File: src/rtl/bcu_pkg.sv
package bcu_pkg;

  typedef enum logic [2:0] {
    S_IDLE,
    S_ISSUE_LO,
    S_WAIT_LO,
    S_ISSUE_HI,
    S_WAIT_HI,
    S_SETTLE,
    S_REPORT
  } bcuState_e;

  // strobes from control to datapath
  typedef struct packed {
    logic loadOp;
    logic selHi;
    logic captureLo;
    logic captureHi;
    logic setIllegal;
    logic setAbort;
    logic setVerdict;
  } bcuCtl_t;

  localparam logic [7:0] RANGE_VECTOR = 8'd5;
  localparam logic [1:0] MOD_REGISTER = 2'b11;

endpackage

File: src/rtl/bcu_ctrl.sv
module bcu_ctrl
  import bcu_pkg::*;
#(
  parameter int SLOW_LAT = 10,
  parameter int FAST_LAT = 7
) (
  input  logic       clk,
  input  logic       rstN,
  input  logic       start,
  input  logic [1:0] modField,
  input  logic       fastMode,
  input  logic       memValid,
  input  logic       memAbort,
  output bcuCtl_t    ctl,
  output logic       memReq,
  output logic       busy,
  output logic       done
);

  localparam int MAX_LAT = (SLOW_LAT > FAST_LAT) ? SLOW_LAT : FAST_LAT;
  localparam int CNT_W   = $clog2(MAX_LAT + 1);
  localparam logic [CNT_W-1:0] CNT_MAX  = {CNT_W{1'b1}};
  localparam logic [CNT_W-1:0] SLOW_CNT = CNT_W'(SLOW_LAT);
  localparam logic [CNT_W-1:0] FAST_CNT = CNT_W'(FAST_LAT);

  bcuState_e state, nxtState;
  logic [CNT_W-1:0] latCnt, latTarget;
  logic doneR;
  logic modIsReg;
  logic latReached;

  assign modIsReg   = (modField == MOD_REGISTER);
  assign latReached = ({1'b0, latCnt} + 1'b1) >= {1'b0, latTarget};

  always_comb begin
    ctl      = '0;
    memReq   = 1'b0;
    nxtState = state;
    unique case (state)
      S_IDLE: begin
        if (start) begin
          ctl.loadOp = 1'b1;
          nxtState   = modIsReg ? S_REPORT : S_ISSUE_LO;
        end
      end
      S_ISSUE_LO: begin
        memReq   = 1'b1;
        nxtState = S_WAIT_LO;
      end
      S_WAIT_LO: begin
        if (memValid) begin
          if (memAbort) begin
            ctl.setAbort = 1'b1;
            nxtState     = S_IDLE;
          end else begin
            ctl.captureLo = 1'b1;
            nxtState      = S_ISSUE_HI;
          end
        end
      end
      S_ISSUE_HI: begin
        memReq     = 1'b1;
        ctl.selHi  = 1'b1;
        nxtState   = S_WAIT_HI;
      end
      S_WAIT_HI: begin
        ctl.selHi = 1'b1;
        if (memValid) begin
          if (memAbort) begin
            ctl.setAbort = 1'b1;
            nxtState     = S_IDLE;
          end else begin
            ctl.captureHi = 1'b1;
            nxtState      = S_SETTLE;
          end
        end
      end
      S_SETTLE: begin
        if (latReached) begin
          ctl.setVerdict = 1'b1;
          nxtState       = S_IDLE;
        end
      end
      S_REPORT: begin
        ctl.setIllegal = 1'b1;
        nxtState       = S_IDLE;
      end
      default: nxtState = S_IDLE;
    endcase
  end

  always_ff @(posedge clk or negedge rstN) begin
    if (!rstN) begin
      state     <= S_IDLE;
      doneR     <= 1'b0;
      latCnt    <= '0;
      latTarget <= SLOW_CNT;
    end else begin
      state <= nxtState;
      doneR <= (state != S_IDLE) && (nxtState == S_IDLE);
      if (state == S_IDLE) begin
        latCnt <= '0;
        if (start) latTarget <= fastMode ? FAST_CNT : SLOW_CNT;
      end else if (latCnt != CNT_MAX) begin
        latCnt <= latCnt + 1'b1;
      end
    end
  end

  assign busy = (state != S_IDLE);
  assign done = doneR;

  // a register-form operand goes straight to reporting, no read issued
  p_reg_form_r1: assert property (@(posedge clk) disable iff (!rstN)
    (state == S_IDLE && start && modIsReg) |=> (state == S_REPORT && !memReq));

  // every request is a single-cycle strobe
  p_req_pulse_r2: assert property (@(posedge clk) disable iff (!rstN)
    memReq |=> !memReq);

  // the verdict is held back until the latency window has elapsed
  p_min_latency_r5: assert property (@(posedge clk) disable iff (!rstN)
    (state == S_SETTLE && !latReached) |=> (state == S_SETTLE));

endmodule

File: src/rtl/bcu_datapath.sv
module bcu_datapath
  import bcu_pkg::*;
#(
  parameter int ADDR_W = 32,
  parameter int DATA_W = 32
) (
  input  logic              clk,
  input  logic              rstN,
  input  bcuCtl_t           ctl,
  input  logic              opWide,
  input  logic [ADDR_W-1:0] effAddr,
  input  logic [DATA_W-1:0] indexVal,
  input  logic [DATA_W-1:0] memData,
  output logic [ADDR_W-1:0] memAddr,
  output logic              memWide,
  output logic              passOk,
  output logic              boundTrap,
  output logic              illegalOp,
  output logic              abortOut,
  output logic [7:0]        trapVector
);

  localparam int HALF_W = DATA_W / 2;
  localparam logic [ADDR_W-1:0] NARROW_STEP = ADDR_W'(HALF_W / 8);
  localparam logic [ADDR_W-1:0] WIDE_STEP   = ADDR_W'(DATA_W / 8);

  logic [ADDR_W-1:0] eaR;
  logic [DATA_W-1:0] idxR, loR, hiR;
  logic              wideR;
  logic passR, trapR, illR, abtR;

  logic signed [DATA_W-1:0] idxS, loS, hiS;
  logic belowLo, aboveHi;

  always_ff @(posedge clk or negedge rstN) begin
    if (!rstN) begin
      eaR   <= '0;
      idxR  <= '0;
      loR   <= '0;
      hiR   <= '0;
      wideR <= 1'b0;
    end else begin
      if (ctl.loadOp) begin
        eaR   <= effAddr;
        idxR  <= indexVal;
        wideR <= opWide;
      end
      if (ctl.captureLo) loR <= memData;
      if (ctl.captureHi) hiR <= memData;
    end
  end

  assign memAddr = eaR + (ctl.selHi ? (wideR ? WIDE_STEP : NARROW_STEP) : '0);
  assign memWide = wideR;

  // operand-width sign handling
  always_comb begin
    if (wideR) begin
      idxS = idxR;
      loS  = loR;
      hiS  = hiR;
    end else begin
      idxS = {{(DATA_W-HALF_W){idxR[HALF_W-1]}}, idxR[HALF_W-1:0]};
      loS  = {{(DATA_W-HALF_W){loR[HALF_W-1]}},  loR[HALF_W-1:0]};
      hiS  = {{(DATA_W-HALF_W){hiR[HALF_W-1]}},  hiR[HALF_W-1:0]};
    end
  end

  assign belowLo = idxS < loS;
  assign aboveHi = idxS > hiS;

  always_ff @(posedge clk or negedge rstN) begin
    if (!rstN) begin
      passR <= 1'b0;
      trapR <= 1'b0;
      illR  <= 1'b0;
      abtR  <= 1'b0;
    end else if (ctl.loadOp) begin
      passR <= 1'b0;
      trapR <= 1'b0;
      illR  <= 1'b0;
      abtR  <= 1'b0;
    end else begin
      if (ctl.setIllegal) illR <= 1'b1;
      if (ctl.setAbort)   abtR <= 1'b1;
      if (ctl.setVerdict) begin
        trapR <= belowLo | aboveHi;
        passR <= ~(belowLo | aboveHi);
      end
    end
  end

  assign passOk     = passR;
  assign boundTrap  = trapR;
  assign illegalOp  = illR;
  assign abortOut   = abtR;
  assign trapVector = trapR ? RANGE_VECTOR : 8'd0;

  // the upper-limit read address sits one operand width above the lower one
  p_hi_offset_r2: assert property (@(posedge clk) disable iff (!rstN)
    ctl.captureLo |=> (memAddr == loAddrPlusStep()));

  function automatic logic [ADDR_W-1:0] loAddrPlusStep();
    return eaR + (wideR ? WIDE_STEP : NARROW_STEP);
  endfunction

endmodule

File: src/rtl/bound_check_unit.sv
module bound_check_unit
  import bcu_pkg::*;
#(
  parameter int ADDR_W   = 32,
  parameter int DATA_W   = 32,
  parameter int SLOW_LAT = 10,
  parameter int FAST_LAT = 7
) (
  input  logic              clk,
  input  logic              rstN,
  input  logic              start,
  input  logic              opWide,
  input  logic              fastMode,
  input  logic [1:0]        modField,
  input  logic [ADDR_W-1:0] effAddr,
  input  logic [DATA_W-1:0] indexVal,
  output logic              memReq,
  output logic [ADDR_W-1:0] memAddr,
  output logic              memWide,
  input  logic              memValid,
  input  logic              memAbort,
  input  logic [DATA_W-1:0] memData,
  output logic              busy,
  output logic              done,
  output logic              passOk,
  output logic              boundTrap,
  output logic              illegalOp,
  output logic              abortOut,
  output logic [7:0]        trapVector
);

  bcuCtl_t ctl;

  bcu_ctrl #(.SLOW_LAT(SLOW_LAT), .FAST_LAT(FAST_LAT)) u_ctrl (
    .clk(clk), .rstN(rstN), .start(start), .modField(modField),
    .fastMode(fastMode), .memValid(memValid), .memAbort(memAbort),
    .ctl(ctl), .memReq(memReq), .busy(busy), .done(done)
  );

  bcu_datapath #(.ADDR_W(ADDR_W), .DATA_W(DATA_W)) u_dp (
    .clk(clk), .rstN(rstN), .ctl(ctl), .opWide(opWide), .effAddr(effAddr),
    .indexVal(indexVal), .memData(memData), .memAddr(memAddr),
    .memWide(memWide), .passOk(passOk), .boundTrap(boundTrap),
    .illegalOp(illegalOp), .abortOut(abortOut), .trapVector(trapVector)
  );

  // one outcome per completion
  p_one_outcome_r8: assert property (@(posedge clk) disable iff (!rstN)
    done |-> $onehot({passOk, boundTrap, illegalOp, abortOut}));

  // busy only drops together with a completion pulse
  p_busy_release_r7: assert property (@(posedge clk) disable iff (!rstN)
    $fell(busy) |-> done);

  // a range trap carries its vector
  p_trap_vector_r4: assert property (@(posedge clk) disable iff (!rstN)
    (done && boundTrap) |-> (trapVector == RANGE_VECTOR));

endmodule

File: config.mk
export PLATFORM = sky130hd
export DESIGN_NAME = bound_check_unit
export DESIGN_NICKNAME = d
export VERILOG_FILES = /design/src/rtl/bcu_pkg.sv /design/src/rtl/bcu_ctrl.sv /design/src/rtl/bcu_datapath.sv /design/src/rtl/bound_check_unit.sv
export SDC_FILE = /design/constraint.sdc
export NUM_CORES = 1
export LEC_CHECK = 0
export BUFFER_PORTS_ARGS = -buffer_cell sky130_fd_sc_hd__buf_2
export CORE_MARGIN = 2
export CORE_UTILIZATION = 40
export CTS_CLUSTER_SIZE = 12
export DETAILED_ROUTE_END_ITERATION = 7
export HOLD_SLACK_MARGIN = 0.15
export PLACE_DENSITY = 0.72
export REMOVE_ABC_BUFFERS = 1
export SYNTH_ARGS = -nofsm -noshare
export SYNTH_HDL_FRONTEND = slang
export SYNTH_SLANG_ARGS = --single-unit
File: constraint.sdc
create_clock -name clk -period 5.65 [get_ports clk]
set_clock_uncertainty 0.2 [all_clocks]
set_input_delay 1.695 -clock clk [delete_from_list [all_inputs] [get_ports clk]]
set_output_delay 1.695 -clock clk [all_outputs]
set_load 0.02 [all_outputs]
==> results of run 1 <==
[cells by family (layout without fill, tap and decap cells)]
kind of cell             after synthesis  count (layout)  synth area share
AND/OR/NAND/NOR                      363             363             0.192
XOR/XNOR                              33              33            0.0360
flip-flops                           143             143             0.446
adder cells (fa/ha/maj)               70              70             0.110
buffers and inverters                 86             231            0.0475
other                                  1               9          0.000467
multiplexers                          65              65            0.0910
AO/OA/AOI/OAI                        106             106            0.0773
[registers in the layout (all words and copies together), names as in the netlist, 2 cells and up]
register / count
u_dp.eaR: 32
u_dp.hiR: 32
u_dp.idxR: 32
u_dp.loR: 32
u_ctrl.latCnt: 4
u_ctrl.state: 3
u_ctrl.latTarget: 2
[metal layers]
| metal | up-vias | wire length (µm) | GRT usage | part of all wire |
|---|---|---|---|---|
| met1 | 3029 | 8610 | 0.236 | 0.47 |
| li1 | 3166 | - | - | - |
| met3 | 25 | 948 | 0.0464 | 0.052 |
| met5 | - | 0 | 0 | 0 |
| met2 | 151 | 8530 | 0.296 | 0.46 |
| met4 | 0 | 300 | 0.0598 | 0.016 |
[cell type report]
| type | count | area (µm²) |
|---|---|---|
| Fill cell | 1878 | 10000 |
| Multi-Input combinational cell | 643 | 4090 |
| Sequential cell | 143 | 3580 |
| Timing Repair Buffer | 156 | 812 |
| Clock buffer | 22 | 454 |
| Tap cell | 265 | 332 |
| Inverter | 43 | 161 |
| Clock inverter | 10 | 140 |
| Antenna cell | 3 | 7.51 |
[repair_timing]
item,4_1_cts,5_1_grt
endpoints found under the setup margin,0,4
gates resized for setup,0,3
hold endpoints to repair,0,0
[final timing paths]
check                                startpoint         endpoint  depth (start not counted)
min in group asynchronous                  rstN     u_dp.hiR[26]                          1
worst min register to register    u_dp.idxR[30]    u_dp.idxR[30]                          2
worst max-delay path            u_ctrl.state[0]      memAddr[31]                         16
max in group asynchronous                  rstN  u_ctrl.state[0]                          2
worst min-delay path              u_dp.idxR[30]    u_dp.idxR[30]                          2
worst max register to register     u_dp.memWide   u_dp.boundTrap                         10
[cell usage after synthesis, drive strengths merged (2+ instances only)]
cell type	instances
and3	11
clkbuf	16
nand2	269
nor3	6
nand4	13
o21ai	19
dfrtp	142
mux2	64
buf	27
inv	43
xor2	15
a21oi	60
nor4	2
nor2b	5
a221oi	2
and2	3
nand3	16
a21boi	4
a21o	8
xnor2	18
nand3b	2
nand2b	4
ha	69
a211oi	2
o211ai	3
nor2	29
[per-stage QoR]
| stage | setup WS [ps] | power (mW) |
|---|---|---|
| after floorplan | 491 | 3.81 |
| after global placement | 825 | 4.53 |
| after detailed placement | 785 | 4.63 |
| after CTS | 309 | 5.80 |
| after global routing | 13.7 | 6.30 |
| final | 385 | 5.74 |
[power by group through the flow]
stage | Combinational (mW) | Sequential, mW | Clock [mW]
2_1_floorplan | 1.94 | 1.87 | 0
3_3_place_gp | 2.63 | 1.90 | 0
3_5_place_dp | 2.72 | 1.91 | 0
4_1_cts | 2.74 | 1.90 | 1.16
5_1_grt | 3.12 | 1.98 | 1.21
6_report | 2.70 | 1.91 | 1.13
[critical path, delay by kind of cell, from the launching register on]
family / cells / cell delay (ps)
AO/OA/AOI/OAI: 1 / 140
XOR/XNOR: 1 / 150
adder cells (fa/ha/maj): 2 / 580
buffers and inverters: 4 / 490
flip-flops: 1 / 440
AND/OR/NAND/NOR: 8 / 1130
==> results.toml, run 1 <==
[worst_setup_path]
path_class = "reg2out"
crit_fanout = 7
cp_cell_sequence = "inv_2 > nor2_1 > nand2_1 > o21ai_1 > nor2b_1 > ha_1 > inv_1 > fa_1 > nor2_2 > and2_1 > nor2b_1 > buf_4 > nand3b_4 > nor2_1 > xor2_1 > buf_2"
cp-start-kind = "flip-flop"
regToRegSetupSlack_ps = 1790
cp_slowest_cell = "dfrtp_2"
crit_arrival_ps = 3370
cp.required_ps = 3750
cpPeakStageDelay_ps = 440
cp-end-kind = "output pin"

[logic_synthesis]
synth.largest_area_cell = "dfrtp_1"
synth_edf_count = 0
synth_top_area_frac = 0.443
ys_warn_count = 0
synth_seq_area_share = 0.446
syn_inst = 867
synth_area_leaders = "dfrtp_1 (44%), nand2_1 (13%), ha_1 (11%), mux2_1 (9.0%), a21oi_1 (3.7%)"
synth_cell_types = 51
syn_area_mm2 = 0.00803
synth_top_flop_cell = "dfrtp_1"
avgSynthCellArea_um2 = 9.26
ys_seq_elements = 143
synthArstFlopShare = 1.00

[sta]
setup_viol = 0
hold_violations = 0
timing.final.crit_share = 0.932
layout_min_cycle_time_ps = 5260
max_freq_mhz = 190
tns_ps = 0
whs_ps = 275
tightest_slew_ps = 1080
rsz0062_at_grt = "no"
maxSlewViolCount = 0
maxSlewHeadroom = 0.280

[clock_network]
ctsHtreeMaxLevel = 4
clk_latency_ps = 420
hold_buffers = 0
cts_setup_buffers = 0
cts_tree = "done"
cts_num_sinks = 143
clock-root-buffer = "clkbuf_16"
numCtsBuffers = 17
cts_max_path_buffers = 2
cts.reportedPaths.clkPinSlew_ps = 60

[detailed_routing]
drt_iter0_drc = 277
dr.pass1.iters = 6
ant_nets = 0
routed_via_density = 4.96
drc = 0
via_count = 6371
routed_wirelength_um = 18400
wl_per_cell_um = 14.3

[finish]
nets = 1179
layout.cells.non_filler = 1285
utilization = 0.489
layout_common_cells = "nand2_1 (267), buf_2 (145), dfrtp_1 (140), ha_1 (69), mux2_1 (64)"
drive_above_1_share = 0.195
stdcell_area_mm2 = 0.00958
area_growth_pct = 19.3
layout_commonest_cell = "nand2_1"

[floorplanning]
dieArea_mm2 = 0.0212
ioPinCount = 153
rows = 51
die_width_um = 146
initial_utilization = 0.410
coreArea_mm2 = 0.0196
die_h_um = 146

[place]
globalplace.congestion = 0.814
dp_cells = 1250
placed_cell_area_mm2 = 0.00897
port_buffers = 146
detailed_place_hpwl_um = 13200

[power]
pwr-share-seq = 0.333
p_leak_nw = 5.05
combPwrFrac = 0.471
peakVddDrop_uv = 230
p_switching_mw = 2.38
p_clk_frac = 0.197
swShare = 0.415
p_per_area_mw_per_mm2 = 599
internal_power_mw = 3.35

[min_path]
min_path_type = "reg2reg"

[run]
cap_violations = 0

[global_routing]
grt_pass1_wl_um = 31300
grt-ovfl-total = 0
antenna_found_initial = 3
grtUsageTotal = 0.181
grt_max_degree = 81
grt_pass1_vias = 6381

[status]
outcome = "finished, final reports clean"
(Power assumes the default switching activity.)
==> run 2: changes to the inputs <==
--- a/config.mk
+++ b/config.mk
@@ -7,2 +7,3 @@
 export LEC_CHECK = 0
+export ABC_AREA = 1
 export BUFFER_PORTS_ARGS = -buffer_cell sky130_fd_sc_hd__buf_2
==> constraint.sdc (replaced) <==
create_clock -name clk -period 5.65 [get_ports clk]
set_clock_uncertainty 0.2 [all_clocks]
set_input_delay 0.2825 -clock clk [delete_from_list [all_inputs] [get_ports clk]]
set_output_delay 0.2825 -clock clk [all_outputs]
set_load 0.02 [all_outputs]
==> results.toml, run 2 <==
[clock_network]
cts_tree = "done"
cts_resized = 0
cts.reportedPaths.clkPinSlew_ps = 60
numCtsBuffers = 17
clk_latency_ps = 420
cts_num_sinks = 143
ctsHtreeMaxLevel = 4
cts_max_path_buffers = 2
clock-root-buffer = "clkbuf_16"

[global_routing]
grtUsageTotal = 0.195
grt_max_degree = 78
grt-ovfl-total = 0
antenna_found_initial = 0
grt_pass1_vias = 7309
grt_pass1_wl_um = 34400

[logic_synthesis]
ys_warn_count = 0
synth_area_leaders = "dfrtp_1 (43%), nand2_1 (16%), ha_1 (11%), o21ai_0 (5.4%), inv_1 (5.1%)"
synth.largest_area_cell = "dfrtp_1"
syn_area_mm2 = 0.00818
synth_edf_count = 0
synthArstFlopShare = 1.00
ys_seq_elements = 143
synth_top_flop_cell = "dfrtp_1"
synth_cell_types = 38
syn_inst = 1025
synth_top_area_frac = 0.434
synth_most_common_cell = "nand2_1"
synth_seq_area_share = 0.438
synth_commonest_cells = "nand2_1 (354), dfrtp_1 (142), inv_1 (112)"
avgSynthCellArea_um2 = 7.98

[sta]
tightest_slew_ps = 1180
setup_ws_ps = 1720
setup_viol = 0
max_freq_mhz = 255
maxSlewViolCount = 0
tns_ps = 0
hold_violations = 0
timing.final.crit_share = 0.695
rsz0062_at_grt = "no"
maxSlewHeadroom = 0.210
layout_min_cycle_time_ps = 3930

[floorplanning]
die_width_um = 147
coreArea_mm2 = 0.0202
initial_utilization = 0.406
rows = 52
dieArea_mm2 = 0.0216
die_h_um = 147
ioPinCount = 153

[min_path]
min_path_type = "in2async"

[detailed_routing]
wl_met3_um = 591
wl_met2_um = 9570
wl_per_cell_um = 13.2
routed_wirelength_um = 20300
wl_met1_um = 9680
drt_iter0_drc = 323
dr.pass1.iters = 6
ant_nets = 0
via_count = 7257
top_layer = "met4"
routed_via_density = 4.71
drc = 0

[place]
globalplace.congestion = 0.828
dp_slack_ps = 2160
detailed_place_hpwl_um = 13400
port_buffers = 146

[power]
total_power_mw = 5.84
peakVddDrop_uv = 233
p_per_area_mw_per_mm2 = 545
p_leak_nw = 5.67

[worst_setup_path]
crit_fanout = 7
regToRegSetupSlack_ps = 2250
cp-start-kind = "flip-flop"
cp-end-kind = "output pin"
crit_arrival_ps = 3440
rr_endpoint = "u_dp.boundTrap"
reg2reg_depth = 14
r2r_start = "u_dp.memWide"
cp.required_ps = 5170
path_class = "reg2out"

[finish]
nets = 1432
n_antenna_cell = 0
layout_common_cells = "nand2_1 (352), buf_2 (145), dfrtp_1 (142), inv_1 (112), dlygate4sd3_1 (104)"
utilization = 0.531
area_growth_pct = 30.9
drive_above_1_share = 0.162
layout_commonest_cell = "nand2_1"

[status]
outcome = "finished, final reports clean"

[run]
cap_violations = 0
==> run 2: cell count changes after synthesis, sizes merged, moves of 6 or more <==
cell    previous run  this run
a21oi             60        69
and3              11         1
mux2              64         0
nor2              29        48
o21ai             19        89
xnor2             18        10
a21o               8         2
nor3               6        13
nand2            269       358
inv               43       114
clkbuf            16        24
==> run 2: report_power, final <==
part / switching, mW / internal [mW] / total [mW]
registers: 0.368 / 1.50 / 1.87
logic: 1.73 / 1.10 / 2.84
clock network: 0.468 / 0.670 / 1.14
==> run 2: cell type report <==
type | count | area, µm²
fillers | 1874 | 9460
multi-input cells | 727 | 3960
flip-flops and latches | 143 | 3580
repair buffers | 254 | 1810
clock buffers | 18 | 439
inverters | 114 | 428
well taps | 270 | 338
clock inverters | 14 | 158
==> run 2: per-stage QoR <==
| stage | hold slack, ps | instances | cell area, µm² |
|---|---|---|---|
| after floorplan | -213 | 984 | 7960 |
| after global placement | 114 | 1404 | 9070 |
| after detailed placement | 124 | 1404 | 9070 |
| after global routing | 285 | 1540 | 10700 |
| final | 233 | 1540 | 10700 |
| after CTS | 245 | 1540 | 10700 |
==> run 2: layer usage <==
layer / vias to the layer above / global-route usage
li1: 3730 / -
met1: 3335 / 0.255
met2: 149 / 0.330
met3: 43 / 0.0360
met4: 0 / 0.0630
met5: - / 0
==> run 2: logic make-up (layout without fill, tap and decap cells) <==
group | after synthesis | in the layout | share of synthesized area
AOI/OAI and AO/OA | 171 | 171 | 0.109
buffers and inverters | 160 | 400 | 0.0812
and+or+nand+nor | 450 | 450 | 0.231
DFF | 143 | 143 | 0.438
adders and majority gates | 70 | 70 | 0.108
xor gates and xnor gates | 30 | 30 | 0.0321
other | 1 | 6 | 0.000458
==> run 2: repair_timing <==
action,CTS,global route
hold endpoints to repair,202,0
hold buffers,104,0
setup buffers,0,0
==> run 2: worst max path at each step <==
| stage | start | endpoint | slack, ps |
|---|---|---|---|
| final | u_ctrl.state[1] | memAddr[31] | 1720 |
| after detailed placement | u_ctrl.state[1] | memAddr[31] | 2160 |
| after floorplan | u_dp.memWide | memAddr[31] | 1980 |
| after CTS | u_ctrl.state[1] | memAddr[31] | 1730 |
| after global routing | u_ctrl.state[1] | memAddr[31] | 1330 |
| after global placement | u_ctrl.state[1] | memAddr[31] | 2310 |
==> run 2: critical path: stages (launching register included) <==
cell	delay [ps]
dfrtp_1	440
nor2_1	120
inv_1	70
nor2_1	260
a21oi_1	120
nor2_1	130
ha_1	170
inv_1	50
fa_1	440
nor2_4	160
nand2_2	70
nor3_4	180
nand2_2	100
inv_2	90
nand4_4	110
nor2_4	120
nand2_1	70
xor2_1	120
buf_2	170
==> run 3: changes to the inputs <==
Settings changed: PLACE_DENSITY 0.72 to 0.74.
Clock period 5.65 ns to 3.6 ns, I/O delays scaled along.
==> results.toml, run 3 (synthesis gave the netlist of run 2 again) <==
[clock_network]
cts.reportedPaths.clkPinSlew_ps = 60
cts_max_path_buffers = 2
numCtsBuffers = 17
clock-root-buffer = "clkbuf_16"
ctsHtreeMaxLevel = 4
clk_latency_ps = 420
cts_tree = "done"
cts_num_sinks = 143

[worst_setup_path]
r2r_start = "u_dp.memWide"
reg2reg_depth = 14
crit_buf_inv = 4
regToRegSetupSlack_ps = 650
worstSetupEndpoint = "memAddr[29]"
path_class = "reg2out"
crit_fanout = 4
crit_arrival_ps = 3160
cpPeakStageDelay_ps = 420
cp_cell_sequence = "nor2_2 > inv_2 > nor2_4 > a21oi_4 > nor2_2 > ha_2 > inv_2 > fa_2 > nor2_4 > nand2_2 > nor3_4 > nand2_2 > inv_2 > nand4_4 > nor2_2 > xor2_1 > buf_4"
cp-end-kind = "output pin"
cp.required_ps = 3220
cp_slowest_cell = "dfrtp_1"
crit_start = "u_ctrl.state[0]"
cp-start-kind = "flip-flop"
worst-path-stages = 17
cpLargestDelayFamily = "simple AND/OR/NAND/NOR gates"
rr_endpoint = "u_dp.boundTrap"

[detailed_routing]
wl_per_cell_um = 13.6
wl_met2_um = 10200
top_layer = "met4"
drt_iter0_drc = 407
dr.pass1.iters = 5
routed_via_density = 4.79
wl_met3_um = 927
ant_nets = 0
drc = 0
routed_wirelength_um = 21100
via_count = 7424
wl_met1_um = 9540

[finish]
layout_commonest_cell = "nand2_1"
drive_above_1_share = 0.177
nets = 1444
layout_common_cells = "nand2_1 (351), dfrtp_1 (141), buf_2 (140), inv_1 (110), dlygate4sd3_1 (106)"
area_growth_pct = 33.5
fill_cells = 1804
utilization = 0.541
layout.cells.non_filler = 1551
multi_input_area_mm2 = 0.00401
area.sequential_mm2 = 0.00358

[place]
port_buffers = 146
dp_slack_ps = 234
dp_cells = 1407
detailed_place_hpwl_um = 13500
globalplace.congestion = 0.883

[sta]
maxSlewViolCount = 0
timing.final.crit_share = 0.982
setup_ws_ps = 64.5
layout_min_cycle_time_ps = 3540
setup_viol = 0
hold_violations = 0
rsz0062_at_grt = "yes"
tightest_slew_ps = 1140
max_freq_mhz = 283
maxSlewHeadroom = 0.234

[floorplanning]
die_h_um = 147
dieArea_mm2 = 0.0216
coreArea_mm2 = 0.0202
ioPinCount = 153
initial_utilization = 0.406
die_width_um = 147
rows = 52

[global_routing]
grt_pass1_wl_um = 35200
grtUsageTotal = 0.200
antenna_found_initial = 1
grt-ovfl-total = 0
grt_pass1_vias = 7455
grt_max_degree = 105

[run]
cap_violations = 0

[power]
peakVddDrop_uv = 422
total_power_mw = 9.47
p_leak_nw = 5.77
p_per_area_mw_per_mm2 = 867

[min_path]
min_path_type = "in2async"

[status]
outcome = "finished, final reports clean"
-- run 3: changes by cell type in the layout (fill, tap and decap cells not counted), moves of 3 or more --
cell	change
clkinvlp_4	-4
buf_2	-5
buf_4	+14
nor2_1	-5
nor2_2	+4
inv_6	-4
bufinv_16	+3
-- run 3: per-stage QoR --
| step | instance area [µm²] | setup TNS, ps | hold slack, ps |
|---|---|---|---|
| final | 10900 | 0 | 271 |
| after detailed placement | 9110 | 0 | 178 |
| after global routing | 10900 | -374 | 298 |
| after global placement | 9110 | 0 | 170 |
| after floorplan | 7960 | 0 | -316 |
| after CTS | 10800 | 0 | 275 |
-- run 3: what timing repair did --
action	in CTS	in global routing
hold buffers	106	0
endpoints found under the hold margin	237	0
resized for setup	3	18
buffers inserted	1	6
pin swaps	0	3
endpoints found under the setup margin	8	12
-- run 3: worst min-delay path by stage --
stage | from | to | slack (ps)
after floorplan | rstN | u_ctrl.done | -320
after global placement | rstN | u_dp.hiR[18] | 170
after detailed placement | rstN | u_dp.loR[18] | 180
after CTS | indexVal[12] | u_dp.idxR[12] | 270
after global routing | u_dp.idxR[25] | u_dp.idxR[25] | 300
final | rstN | u_dp.idxR[22] | 270
-- run 3: metal layers --
metal,up-vias,GRT usage
met2,189,0.331
met3,45,0.0444
met5,-,0
li1,3744,-
met1,3446,0.261
met4,0,0.0702
-- run 3: layout make-up --
cell class / count / share of cell area
Inverter: 114 / 0.0392
Multi-Input combinational cell: 727 / 0.367
Timing Repair Buffer: 266 / 0.177
Sequential cell: 143 / 0.328
Tap cell: 270 / 0.0309
Antenna cell: 1 / 0.000229
Clock inverter: 11 / 0.0174
Clock buffer: 19 / 0.0406
-- run 3: report_power, final --
group          internal (mW)  leakage [nW]  switching [mW]
clock network           1.24         0.309           0.674
logic                   1.81          3.67            2.80
registers               2.35          1.79           0.590
total                   5.40          5.77            4.07
